[src/rtl/wdg_pkg.sv]
package wdg_pkg;
  localparam logic [15:0] KEY_START = 16'hCCCC;
  localparam logic [15:0] KEY_KICK  = 16'hAAAA;
  localparam logic [15:0] KEY_OPEN  = 16'h5555;
  localparam logic [15:0] KEY_SHUT  = 16'h0000;

  localparam logic [2:0] W_KEY  = 3'd0;
  localparam logic [2:0] W_DIV  = 3'd1;
  localparam logic [2:0] W_RLD  = 3'd2;
  localparam logic [2:0] W_STAT = 3'd3;
  localparam logic [2:0] W_WIN  = 3'd4;
endpackage

[src/rtl/wdg_keyunit.sv]
module wdg_keyunit
  import wdg_pkg::*;
#(
  parameter int unsigned CW = 12
) (
  input  logic          clk,
  input  logic          rst_n,
  input  logic          wr_en,
  input  logic [2:0]    word,
  input  logic [31:0]   wdata,
  output logic          start_p,
  output logic          kick_p,
  output logic          cfg_open,
  output logic          div_we,
  output logic          rld_we,
  output logic [CW-1:0] win_q
);
  logic          open_q, open_d;
  logic [CW-1:0] win_d;
  logic          key_wr, win_wr;

  always_comb begin
    key_wr  = wr_en && (word == W_KEY);
    win_wr  = wr_en && (word == W_WIN);
    start_p = key_wr && (wdata == {16'h0, KEY_START});
    kick_p  = key_wr && (wdata == {16'h0, KEY_KICK});
    div_we  = wr_en && (word == W_DIV) && open_q;
    rld_we  = wr_en && (word == W_RLD) && open_q;
    open_d  = open_q;
    if (key_wr) begin
      if (wdata == {16'h0, KEY_OPEN}) open_d = 1'b1;
      else if (!start_p && !kick_p)   open_d = 1'b0;
    end
    win_d = win_wr ? wdata[CW-1:0] : win_q;
  end

  always_ff @(posedge clk or negedge rst_n) begin
    if (!rst_n) begin
      open_q <= 1'b0;
      win_q  <= '1;
    end else begin
      if (key_wr) open_q <= open_d;
      if (win_wr) win_q  <= win_d;
    end
  end

  assign cfg_open = open_q;
endmodule

[src/rtl/wdg_cfg_cross.sv]
module wdg_cfg_cross #(
  parameter int unsigned   W          = 3,
  parameter int unsigned   SYNC_TICKS = 3,
  parameter logic [W-1:0]  RST_VAL    = '0
) (
  input  logic         clk,
  input  logic         rst_n,
  input  logic         tick,
  input  logic         we,
  input  logic [W-1:0] wval,
  output logic [W-1:0] shadow,
  output logic [W-1:0] active,
  output logic         busy
);
  localparam int unsigned SC_W = $clog2(SYNC_TICKS + 1);

  logic [W-1:0]    sh_q, sh_d, act_q, act_d;
  logic [SC_W-1:0] cnt_q, cnt_d;

  always_comb begin
    sh_d  = sh_q;
    act_d = act_q;
    cnt_d = cnt_q;
    if (we) begin
      sh_d  = wval;
      cnt_d = SC_W'(SYNC_TICKS);
    end else if (tick && (cnt_q != '0)) begin
      cnt_d = cnt_q - 1'b1;
      if (cnt_q == SC_W'(1)) act_d = sh_q;
    end
  end

  always_ff @(posedge clk or negedge rst_n) begin
    if (!rst_n) begin
      sh_q  <= RST_VAL;
      act_q <= RST_VAL;
      cnt_q <= '0;
    end else begin
      if (we) sh_q <= sh_d;
      if (we || tick) begin
        act_q <= act_d;
        cnt_q <= cnt_d;
      end
    end
  end

  assign shadow = sh_q;
  assign active = act_q;
  assign busy   = (cnt_q != '0);
endmodule

[src/rtl/wdg_countdown.sv]
module wdg_countdown #(
  parameter int unsigned CW   = 12,
  parameter int unsigned DIVW = 3,
  parameter int unsigned PDW  = 9
) (
  input  logic            clk,
  input  logic            rst_n,
  input  logic            tick,
  input  logic            start_p,
  input  logic            kick_p,
  input  logic [DIVW-1:0] div_code,
  input  logic [CW-1:0]   rld_val,
  output logic            running,
  output logic            rst_req
);
  logic           run_q, run_d, req_q, req_d;
  logic [CW-1:0]  cnt_q, cnt_d;
  logic [PDW-1:0] pre_q, pre_d, pre_lim;

  always_comb begin
    pre_lim = (PDW'(4) << div_code) - PDW'(1);
    run_d   = run_q | start_p;
    cnt_d   = cnt_q;
    pre_d   = pre_q;
    req_d   = 1'b0;
    if (start_p || kick_p) begin
      cnt_d = rld_val;
      pre_d = '0;
    end else if (run_q && tick) begin
      if (pre_q >= pre_lim) begin
        pre_d = '0;
        if (cnt_q == '0) begin
          req_d = 1'b1;
          cnt_d = rld_val;
        end else begin
          cnt_d = cnt_q - 1'b1;
        end
      end else begin
        pre_d = pre_q + 1'b1;
      end
    end
  end

  always_ff @(posedge clk or negedge rst_n) begin
    if (!rst_n) begin
      run_q <= 1'b0;
      req_q <= 1'b0;
      cnt_q <= '1;
      pre_q <= '0;
    end else begin
      run_q <= run_d;
      req_q <= req_d;
      if (start_p || kick_p || (run_q && tick)) begin
        cnt_q <= cnt_d;
        pre_q <= pre_d;
      end
    end
  end

  assign running = run_q;
  assign rst_req = req_q;
endmodule

[src/rtl/wdg_keyed.sv]
module wdg_keyed
  import wdg_pkg::*;
#(
  parameter int unsigned CNT_W      = 12,
  parameter bit          WIDE_DIV   = 1'b0,
  parameter int unsigned SYNC_TICKS = 3
) (
  input  logic        clk,
  input  logic        rst_n,
  input  logic        tick_i,
  input  logic        bus_en,
  input  logic        bus_we,
  input  logic [2:0]  bus_word,
  input  logic [31:0] bus_wdata,
  output logic [31:0] bus_rdata,
  output logic        rst_req_o
);
  localparam int unsigned DIV_MAX = WIDE_DIV ? 8 : 6;
  localparam int unsigned DIV_W   = $clog2(DIV_MAX + 1);
  localparam int unsigned PD_W    = DIV_MAX + 3;

  logic             start_p, kick_p, cfg_open, div_we, rld_we, running;
  logic [CNT_W-1:0] win_q, rld_shadow, rld_active;
  logic [DIV_W-1:0] div_in, div_shadow, div_active;
  logic             div_busy, rld_busy;

  wdg_keyunit #(.CW(CNT_W)) u_keys (
    .clk(clk), .rst_n(rst_n), .wr_en(bus_en && bus_we), .word(bus_word),
    .wdata(bus_wdata), .start_p(start_p), .kick_p(kick_p),
    .cfg_open(cfg_open), .div_we(div_we), .rld_we(rld_we), .win_q(win_q)
  );

  generate
    if ((2 ** DIV_W) - 1 > DIV_MAX) begin : g_clamp
      assign div_in = (bus_wdata[DIV_W-1:0] > DIV_W'(DIV_MAX)) ?
                      DIV_W'(DIV_MAX) : bus_wdata[DIV_W-1:0];
    end else begin : g_pass
      assign div_in = bus_wdata[DIV_W-1:0];
    end
  endgenerate

  wdg_cfg_cross #(.W(DIV_W), .SYNC_TICKS(SYNC_TICKS), .RST_VAL('0)) u_div_x (
    .clk(clk), .rst_n(rst_n), .tick(tick_i), .we(div_we), .wval(div_in),
    .shadow(div_shadow), .active(div_active), .busy(div_busy)
  );

  wdg_cfg_cross #(.W(CNT_W), .SYNC_TICKS(SYNC_TICKS), .RST_VAL('1)) u_rld_x (
    .clk(clk), .rst_n(rst_n), .tick(tick_i), .we(rld_we),
    .wval(bus_wdata[CNT_W-1:0]),
    .shadow(rld_shadow), .active(rld_active), .busy(rld_busy)
  );

  wdg_countdown #(.CW(CNT_W), .DIVW(DIV_W), .PDW(PD_W)) u_cnt (
    .clk(clk), .rst_n(rst_n), .tick(tick_i), .start_p(start_p),
    .kick_p(kick_p), .div_code(div_active), .rld_val(rld_active),
    .running(running), .rst_req(rst_req_o)
  );

  always_comb begin
    case (bus_word)
      W_DIV:   bus_rdata = 32'(div_shadow);
      W_RLD:   bus_rdata = 32'(rld_shadow);
      W_STAT:  bus_rdata = {30'h0, rld_busy, div_busy};
      W_WIN:   bus_rdata = 32'(win_q);
      default: bus_rdata = 32'h0;
    endcase
  end
endmodule

[config.mk]
export PLATFORM = sky130hd
export DESIGN_NAME = wdg_keyed
export DESIGN_NICKNAME = d
export VERILOG_FILES = /design/src/rtl/wdg_pkg.sv /design/src/rtl/wdg_keyunit.sv /design/src/rtl/wdg_cfg_cross.sv /design/src/rtl/wdg_countdown.sv /design/src/rtl/wdg_keyed.sv
export SDC_FILE = /design/constraint.sdc
export NUM_CORES = 1
export LEC_CHECK = 0
export CELL_PAD_IN_SITES_DETAIL_PLACEMENT = 1
export CELL_PAD_IN_SITES_GLOBAL_PLACEMENT = 1
export CORE_MARGIN = 2
export CORE_UTILIZATION = 44
export CTS_CLUSTER_SIZE = 12
export DETAILED_ROUTE_END_ITERATION = 10
export DONT_BUFFER_PORTS = 1
export GPL_ROUTABILITY_DRIVEN = 0
export PLACE_DENSITY_LB_ADDON = 0.1
export SKIP_CTS_REPAIR_TIMING = 1
export SLEW_MARGIN = 20
export SYNTH_ARGS = -nofsm -noshare
export SYNTH_HDL_FRONTEND = slang
export SYNTH_HIERARCHICAL = 1
export SYNTH_SLANG_ARGS = --single-unit
[constraint.sdc]
create_clock -name clk -period 2.85 [get_ports clk]
set_input_delay 0.285 -clock clk [delete_from_list [all_inputs] [get_ports clk]]
set_output_delay 0.285 -clock clk [all_outputs]
set_load 0.01 [all_outputs]
==> impl_metrics.yaml, run 1 <==
setup_path:
  rr_worst_depth: 9
  reg2reg_slack_ns: 0.52
  worstSetupPathType: "reg2reg"
  r2r_start: "u_div_x/active[2]$_DFFE_PN0P_"
  worstPathMaxFanout: 10
  crit_path_end_kind: "flip-flop"
  crit_required_ns: 3.09
  reg2reg_to: "u_cnt/pre_q[8]$_DFFE_PN0P_"
  start_kind: "flip-flop"
  cp.arrival_ns: 2.57
power:
  internal_power_w: 0.00175
  p_per_area_nw_per_um2: 520
  peakVddDrop_mv: 0.297
  p_sw_w: 0.000628
  clockPowerShare_pct: 37.7
  p_seq_share_pct: 47.5
  netSwitchingFraction_pct: 26.4
  leakage_nw: 1.89
  p_comb_share_pct: 14.8
worst_hold_path:
  whs_path_depth: 1
  hold_class: "in2reg"
  holdPathEnd: "u_rld_x/shadow[10]$_DFFE_PN1P_"
  hold_path_startpoint: "bus_wdata[10]"
clock_network:
  h-tree-depth: 3
  cts_buffers: 9
  cts_tree: "done"
  cts_root_buf: "clkbuf_8"
  cts_buffer_depth: 2
  clock_latency_ns: 0.36
  clkSinkCount: 70
  clkTransAtPathRegs_ns: 0.09
placed_design:
  place_area_um2: 4310
  place_hpwl_um: 6850
  place_inst: 516
  place_ws_ns: 0.149
  port_buffers: 0
logic_synthesis:
  seq_area_frac_synth_pct: 42.5
  synthArstFlopShare_pct: 100
  syn_area_um2: 4270
  syn_inst: 398
  syn_area_per_cell_um2: 10.7
  ys.warnings.count: 6
  yosysUniqueCellTypes: 65
  synth_edf_count: 0
  synth_flop_cell: "dfstp_2"
  ys_ff_latch: 70
sta:
  slew_headroom_pct: 53.5
  worst_pin_slew_ns: 0.691
  fin_worst_skew_ns: 0.0102
  min_period_ns: 2.33
  setup_violations: 0
  min_period_over_period_pct: 81.7
  hold_violations: 0
  setup_slack_ns: 0.522
  final-max-slew-violation-count: 0
  fmax_mhz: 430
  rsz0062_at_grt: "false"
  tns_ns: 0
cells_and_area:
  multi_input_area_um2: 2230
  seqCellArea_um2: 1810
  fillerInstances: 1004
  post-route-cell-area_um2: 4570
  area_growth_pct: 7.19
  final_cell_mix: "48 x dfstp_2, 42 x mux2_2, 31 x nor2_1"
  final_cells: 535
  layout-drive-gt1-share_pct: 35.0
  num_antenna_cells: 0
  mostFrequentLayoutCell: "dfstp_2"
  fin_nets: 455
routing:
  drc: 0
  vias: 2988
  drt.antenna.violating_nets: 0
  wirelength_um: 9650
  first_pass_iters: 4
  post_drt_wl_per_cell_um: 18.0
  drt-initial-drc-count: 77
  viasPerCell: 5.59
floorplan:
  initial_utilization_pct: 45.7
  fp-row-count: 35
  die-area_um2: 10500
  ios: 73
  die_height_um: 102
  fp.dieW_um: 102
  coreArea_um2: 9330
global_route:
  grt_pass1_vias: 3079
  grt_pass1_wl_um: 16100
  grt_usage_pct: 19.8
  grt_overflow: 0
  antenna_found_initial: 0
  grt_start_max_net_pins: 71
run:
  drv_cap: 0
run_status:
  status: "complete, no violations"
-- per-stage QoR --
stage                     util (%)  hold slack [ns]  total power (W)
after detailed placement      46.2         -0.00800          0.00148
after floorplan                  -          -0.0106          0.00147
after CTS                     48.5           -0.398          0.00239
after global routing          49.0           0.0521          0.00250
after global placement        46.2         -0.00877          0.00146
final                         49.0           0.0709          0.00238
-- worst max path at each step --
stage | startpoint | to | slack [ns] | depth (start not counted)
2_1_floorplan | bus_wdata[16] | u_cnt/pre_q[2]$_DFFE_PN0P_ | 0.66 | 9
3_3_place_gp | bus_en | u_cnt/cnt_q[9]$_DFFE_PN1P_ | 0.21 | 9
3_5_place_dp | u_div_x/active[2]$_DFFE_PN0P_ | u_cnt/pre_q[8]$_DFFE_PN0P_ | 0.15 | 8
4_1_cts | u_div_x/active[2]$_DFFE_PN0P_ | u_cnt/pre_q[8]$_DFFE_PN0P_ | 0.14 | 8
5_1_grt | u_div_x/active[2]$_DFFE_PN0P_ | u_cnt/pre_q[8]$_DFFE_PN0P_ | 0.24 | 9
6_report | u_div_x/active[2]$_DFFE_PN0P_ | u_cnt/pre_q[8]$_DFFE_PN0P_ | 0.52 | 9
-- power groups by stage --
stage | logic, W | registers, W | clock network, W
5_1_grt | 0.000401 | 0.00114 | 0.000961
3_3_place_gp | 0.000320 | 0.00114 | 0
4_1_cts | 0.000334 | 0.00113 | 0.000925
2_1_floorplan | 0.000332 | 0.00114 | 0
6_report | 0.000352 | 0.00113 | 0.000896
3_5_place_dp | 0.000332 | 0.00115 | 0
-- worst max-delay path, stage by stage (launching register included) --
cell and delay [ns]:
dfrtp_1 0.45, o21ai_0 0.14, ha_1 0.31, a211oi_1 0.07, o21bai_1 0.24, inv_1 0.09, o211ai_1 0.39, clkbuf_4 0.32
buf_4 0.17, nor2_1 0.05
-- per-layer routing --
layer  vias up  track usage (%)  part of all wire [%]
met5         -                0                     0
met4         0             4.92                  0.75
met3         7             5.47                   5.6
met2        74             31.6                    47
met1      1495             26.8                    47
li1       1412                -                     -
-- sequential cells by signal (all words and copies together), names as in the netlist --
name	count
u_rld_x/active	12
u_keys/win_q	12
u_div_x/cnt_q	2
u_div_x/shadow	3
u_div_x/active	3
u_cnt/cnt_q	12
u_cnt/rst_req	1
u_keys/cfg_open	1
u_rld_x/cnt_q	2
u_rld_x/shadow	12
u_cnt/running	1
u_cnt/pre_q	9
-- kinds of logic after synthesis --
family,count (synthesis),share of synthesized area [%]
AND/OR/NAND/NOR,139,22.0
AO/OA/AOI/OAI,72,11.0
flip-flops,70,42.5
buffers and inverters,49,6.98
multiplexers,44,11.6
adder cells (fa/ha/maj),14,4.11
XOR/XNOR,9,1.85
other,1,0.0879
-- Yosys cell counts (11+ instances only) --
cell | number | area share, %
dfrtp_1 | 22 | 13
buf_4 | 23 | 4.0
mux2_2 | 42 | 11
inv_1 | 11 | 0.97
o21ai_0 | 20 | 2.3
dfstp_2 | 48 | 30
ha_1 | 14 | 4.1
nand2_1 | 14 | 1.2
nor2_1 | 31 | 2.7
nand3_1 | 14 | 1.6
a21oi_1 | 20 | 2.3
nand3b_1 | 19 | 3.3
-- layout make-up --
type                            count  share of cell area (%)
Timing Repair Buffer               11                    2.30
Tap cell                          129                    3.53
Clock buffer                       10                    3.26
Sequential cell                    70                    39.6
Clock inverter                      6                    1.56
Inverter                           11                   0.903
Multi-Input combinational cell    298                    48.8
Note: power is estimated with default switching activity, not from simulation.
==> run 2, diff against run 1 <==
==> constraint.sdc (replaced) <==
create_clock -name clk -period 1.9 [get_ports clk]
set_input_delay 0.19 -clock clk [delete_from_list [all_inputs] [get_ports clk]]
set_output_delay 0.19 -clock clk [all_outputs]
set_load 0.01 [all_outputs]
==> impl_metrics.yaml, run 2 (synthesized netlist as in run 1, its figures left out) <==
setup_path:
  crit_path_end_kind: "flip-flop"
  worstSetupPathType: "reg2reg"
  r2r_start: "u_div_x/active[1]$_DFFE_PN0P_"
  worstPathMaxFanout: 7
  start_kind: "flip-flop"
  crit_required_ns: 2.20
  reg2reg_to: "u_cnt/cnt_q[9]$_DFFE_PN1P_"
  reg2reg_slack_ns: -0.19
  cp.arrival_ns: 2.39
  critPathLaunch: "u_div_x/active[1]$_DFFE_PN0P_"
  rr_worst_depth: 9
power:
  p_per_area_nw_per_um2: 707
  p_sw_w: 0.00101
  netSwitchingFraction_pct: 29.1
  leakage_nw: 2.05
  clockPowerShare_pct: 33.6
  p_seq_share_pct: 48.9
  peakVddDrop_mv: 0.401
  p_comb_share_pct: 17.5
  internal_power_w: 0.00246
routing:
  drt.antenna.violating_nets: 0
  vias: 3093
  drc: 0
  post_drt_wl_per_cell_um: 18.4
  first_pass_iters: 4
  drt-initial-drc-count: 49
  viasPerCell: 5.45
  wirelength_um: 10500
cells_and_area:
  postLayoutCoreUtil_pct: 52.7
  area_growth_pct: 15.2
  final_cell_mix: "48 x dfstp_2, 42 x mux2_2, 28 x nor2_1"
  num_antenna_cells: 0
  fin_nets: 488
  final_cells: 568
  mostFrequentLayoutCell: "dfstp_2"
  layout-drive-gt1-share_pct: 41.0
run_status:
  status: "complete, but fails checks"
  violations: "setup timing"
global_route:
  grt_overflow: 0
  grt_pass1_wl_um: 16900
  antenna_found_initial: 0
  grt_pass1_vias: 3335
  grt_start_max_net_pins: 71
  grt_usage_pct: 21.1
clock_network:
  clock_latency_ns: 0.36
  h-tree-depth: 3
  clkTransAtPathRegs_ns: 0.09
  cts_buffers: 9
  cts_tree: "done"
  cts_buffer_depth: 2
  clkSinkCount: 70
  cts_root_buf: "clkbuf_8"
placed_design:
  place_inst: 536
  place_hpwl_um: 7280
  port_buffers: 0
sta:
  setup_slack_ns: -0.193
  fin_worst_skew_ns: 0.0172
  final-max-slew-violation-count: 0
  worst_pin_slew_ns: 0.608
  rsz0062_at_grt: "true"
  fmax_mhz: 478
  slew_headroom_pct: 59.3
  min_period_over_period_pct: 110
  min_period_ns: 2.09
  hold_violations: 0
  setup_violations: 20
  whs_ns: 0.0214
floorplan:
  die-area_um2: 10500
  fp-row-count: 35
  die_height_um: 102
  coreArea_um2: 9330
  initial_utilization_pct: 45.7
  ios: 73
  fp.dieW_um: 102
worst_hold_path:
  hold_path_startpoint: "bus_wdata[2]"
  whs_path_depth: 1
  holdPathEnd: "u_div_x/shadow[2]$_DFFE_PN0P_"
  hold_class: "in2reg"
run:
  drv_cap: 0
[run 2: cell count changes in the layout (fill, tap and decap cells not counted), moves of 3 or more]
cell,delta
a211oi_1,-3
nor2_2,+3
o21ai_1,+4
a211oi_2,+3
dlygate4sd3_1,+12
buf_4,+19
o21ai_0,-5
nor2_1,-3
[run 2: power groups by stage]
stage / Clock [W] / Combinational [W] / Sequential [W]
6_report: 0.00117 / 0.000608 / 0.00170
5_1_grt: 0.00128 / 0.000668 / 0.00171
4_1_cts: 0.00120 / 0.000523 / 0.00170
3_5_place_dp: 0 / 0.000508 / 0.00172
3_3_place_gp: 0 / 0.000482 / 0.00171
2_1_floorplan: 0 / 0.000497 / 0.00170
[run 2: through the flow]
| stage | setup WS [ns] | power, W | TNS [ns] | area (um2) |
|---|---|---|---|---|
| 2_1_floorplan | -0.0406 | 0.00220 | -0.115 | 4350 |
| 3_3_place_gp | -0.142 | 0.00220 | -1.58 | 4470 |
| 3_5_place_dp | -0.184 | 0.00223 | -2.46 | 4470 |
| 4_1_cts | -0.230 | 0.00342 | -2.82 | 4660 |
| 5_1_grt | -0.328 | 0.00366 | -5.37 | 4910 |
| 6_report | -0.193 | 0.00347 | -2.58 | 4910 |
[run 2: cell type report]
type / count / area, um2
Tap cell: 129 / 161
Clock inverter: 7 / 62.6
Inverter: 11 / 41.3
Fill cell: 1010 / 4410
Clock buffer: 9 / 124
Multi-Input combinational cell: 298 / 2300
Timing Repair Buffer: 44 / 412
Sequential cell: 70 / 1810
[run 2: how the worst max path moves through the flow]
stage	end	slack, ns
2_1_floorplan	u_cnt/pre_q[5]$_DFFE_PN0P_	-0.04
3_3_place_gp	u_cnt/pre_q[5]$_DFFE_PN0P_	-0.14
3_5_place_dp	u_cnt/pre_q[5]$_DFFE_PN0P_	-0.18
4_1_cts	u_cnt/cnt_q[11]$_DFFE_PN1P_	-0.23
5_1_grt	u_cnt/cnt_q[9]$_DFFE_PN1P_	-0.33
6_report	u_cnt/cnt_q[9]$_DFFE_PN1P_	-0.19
[run 2: worst max-delay path: stages (launching register included)]
cell      delay (ns)
dfrtp_2         0.48
a21oi_2         0.17
ha_1            0.29
a21oi_2         0.14
nand2_1         0.08
o211ai_1        0.26
o211ai_1        0.17
buf_4           0.22
o21ai_2         0.10
nor2b_2         0.14
[run 2: routing by layer]
| metal | wire (um) | global-route usage [%] | up-vias | part of all wire, % |
|---|---|---|---|---|
| met1 | 4790 | 27.7 | 1533 | 46 |
| li1 | - | - | 1476 | - |
| met3 | 478 | 5.13 | 10 | 4.6 |
| met2 | 5080 | 34.4 | 74 | 48 |
| met4 | 124 | 6.67 | 0 | 1.2 |
| met5 | 0 | 0 | - | 0 |
==> run 3, diff against run 2 <==
--- a/config.mk
+++ b/config.mk
@@ -8,7 +8,7 @@
 export CELL_PAD_IN_SITES_DETAIL_PLACEMENT = 1
 export CELL_PAD_IN_SITES_GLOBAL_PLACEMENT = 1
 export CORE_MARGIN = 2
-export CORE_UTILIZATION = 44
+export CORE_UTILIZATION = 45
 export CTS_CLUSTER_SIZE = 12
 export DETAILED_ROUTE_END_ITERATION = 10
 export DONT_BUFFER_PORTS = 1
==> impl_metrics.yaml, run 3 (synthesized netlist as in run 1, its figures left out) <==
global_route:
  grt_overflow: 0
  grt_pass1_vias: 3216
  antenna_found_initial: 0
  grt_pass1_wl_um: 16800
  grt_start_max_net_pins: 71
  grt_usage_pct: 21.3
worst_hold_path:
  hold_path_startpoint: "tick_i"
  whs_path_depth: 2
  hold_class: "in2reg"
  holdPathEnd: "u_div_x/cnt_q[1]$_DFFE_PN0P_"
clock_network:
  clkTransAtPathRegs_ns: 0.09
  cts_tree: "done"
  clock_latency_ns: 0.36
  cts_buffer_depth: 2
  clkSinkCount: 70
  cts_buffers: 9
  cts_root_buf: "clkbuf_8"
  h-tree-depth: 3
sta:
  rsz0062_at_grt: "true"
  hold_violations: 0
  setup_violations: 20
  tns_ns: -2.06
  setup_slack_ns: -0.152
  final-max-slew-violation-count: 0
  fmax_mhz: 487
  min_period_over_period_pct: 108
  min_period_ns: 2.05
  fin_worst_skew_ns: 0.0133
floorplan:
  fp.dieW_um: 101
  ios: 73
  die_height_um: 101
  initial_utilization_pct: 46.4
  fp-row-count: 35
  die-area_um2: 10300
  coreArea_um2: 9200
routing:
  drc: 0
  post_drt_wl_per_cell_um: 19.3
  viasPerCell: 5.65
  vias: 3124
  drt.antenna.violating_nets: 0
  drt-initial-drc-count: 102
  wirelength_um: 10700
  first_pass_iters: 4
setup_path:
  crit_required_ns: 2.19
  r2r_start: "u_div_x/active[1]$_DFFE_PN0P_"
  critPathMaxStageDelay_ns: 0.48
  crit_path_end_kind: "flip-flop"
  cpMaxStageDelayCell: "dfrtp_2"
  rr_worst_depth: 9
  reg2reg_slack_ns: -0.15
  worstSetupPathType: "reg2reg"
  cpMostUsedCell: "o211ai_1"
  cp_cell_sequence: "buf_6 -> nor2_4 -> ha_4 -> nand3_1 -> nand2_1 -> o211ai_1 -> o211ai_1 -> buf_4 -> a32o_1"
  cp.arrival_ns: 2.34
  worstPathMaxFanout: 6
  start_kind: "flip-flop"
  reg2reg_to: "u_cnt/cnt_q[3]$_DFFE_PN1P_"
placed_design:
  place_area_um2: 4480
  port_buffers: 0
  place_hpwl_um: 7330
run:
  drv_cap: 0
run_status:
  status: "complete, but fails checks"
  violations: "setup timing"
cells_and_area:
  layout-drive-gt1-share_pct: 45.0
  final_cell_mix: "48 x dfstp_2, 42 x mux2_2, 26 x buf_4"
  post-route-cell-area_um2: 5080
  area_growth_pct: 19.0
  mostFrequentLayoutCell: "dfstp_2"
  postLayoutCoreUtil_pct: 55.2
  fin_nets: 491
  num_antenna_cells: 0
power:
  p_per_area_nw_per_um2: 740
  p_sw_w: 0.000972
  p_seq_share_pct: 45.1
  p_comb_share_pct: 15.9
  leakage_nw: 2.09
  netSwitchingFraction_pct: 25.9
  peakVddDrop_mv: 0.416
  clockPowerShare_pct: 39.0
  internal_power_w: 0.00279
-- run 3: how the worst max path moves through the flow --
stage,from,to,depth (start not counted)
after detailed placement,bus_en,u_cnt/pre_q[6]$_DFFE_PN0P_,10
after CTS,u_div_x/active[2]$_DFFE_PN0P_,u_cnt/cnt_q[3]$_DFFE_PN1P_,10
final,u_div_x/active[1]$_DFFE_PN0P_,u_cnt/cnt_q[3]$_DFFE_PN1P_,9
after floorplan,bus_wdata[16],u_cnt/pre_q[5]$_DFFE_PN0P_,10
after global placement,bus_en,u_cnt/cnt_q[9]$_DFFE_PN1P_,11
after global routing,u_div_x/active[0]$_DFFE_PN0P_,u_cnt/cnt_q[0]$_DFFE_PN1P_,8
-- run 3: layout make-up --
cell class / instances / area, um2
inverter: 11 / 41.3
sequential: 70 / 1820
multi-input combinational: 298 / 2390
clock buffer: 10 / 149
tap: 111 / 139
timing repair buffer: 47 / 449
clock inverter: 6 / 90.1
fill: 993 / 4120
-- run 3: critical path: cells and delay by family, from the launching register on --
kind	cells	cell delay (ns)
DFF	1	0.48
buffers and inverters	2	0.37
AOI/OAI and AO/OA	3	0.64
and+or+nand+nor	3	0.28
adders and majority gates	1	0.21
-- run 3: power groups by stage --
| stage | Clock (W) | Sequential (W) | Combinational (W) |
|---|---|---|---|
| 2_1_floorplan | 0 | 0.00170 | 0.000497 |
| 3_3_place_gp | 0 | 0.00171 | 0.000507 |
| 3_5_place_dp | 0 | 0.00172 | 0.000538 |
| 4_1_cts | 0.00149 | 0.00170 | 0.000541 |
| 5_1_grt | 0.00156 | 0.00171 | 0.000669 |
| 6_report | 0.00146 | 0.00169 | 0.000599 |
-- run 3: through the flow --
stage	power, W	hold WS [ns]	std cells	worst slack [ns]
after floorplan	0.00220	-0.106	417	-0.0406
after global placement	0.00222	-0.104	521	-0.195
after detailed placement	0.00226	-0.104	521	-0.253
after CTS	0.00373	-0.493	537	-0.197
after global routing	0.00394	0.0531	553	-0.302
final	0.00376	0.0612	553	-0.152
-- run 3: routing by layer --
metal | wire [um] | track usage, %
met1 | 4820 | 28.9
met2 | 5310 | 34.1
met3 | 438 | 6.07
met4 | 105 | 4.89
met5 | 0 | 0
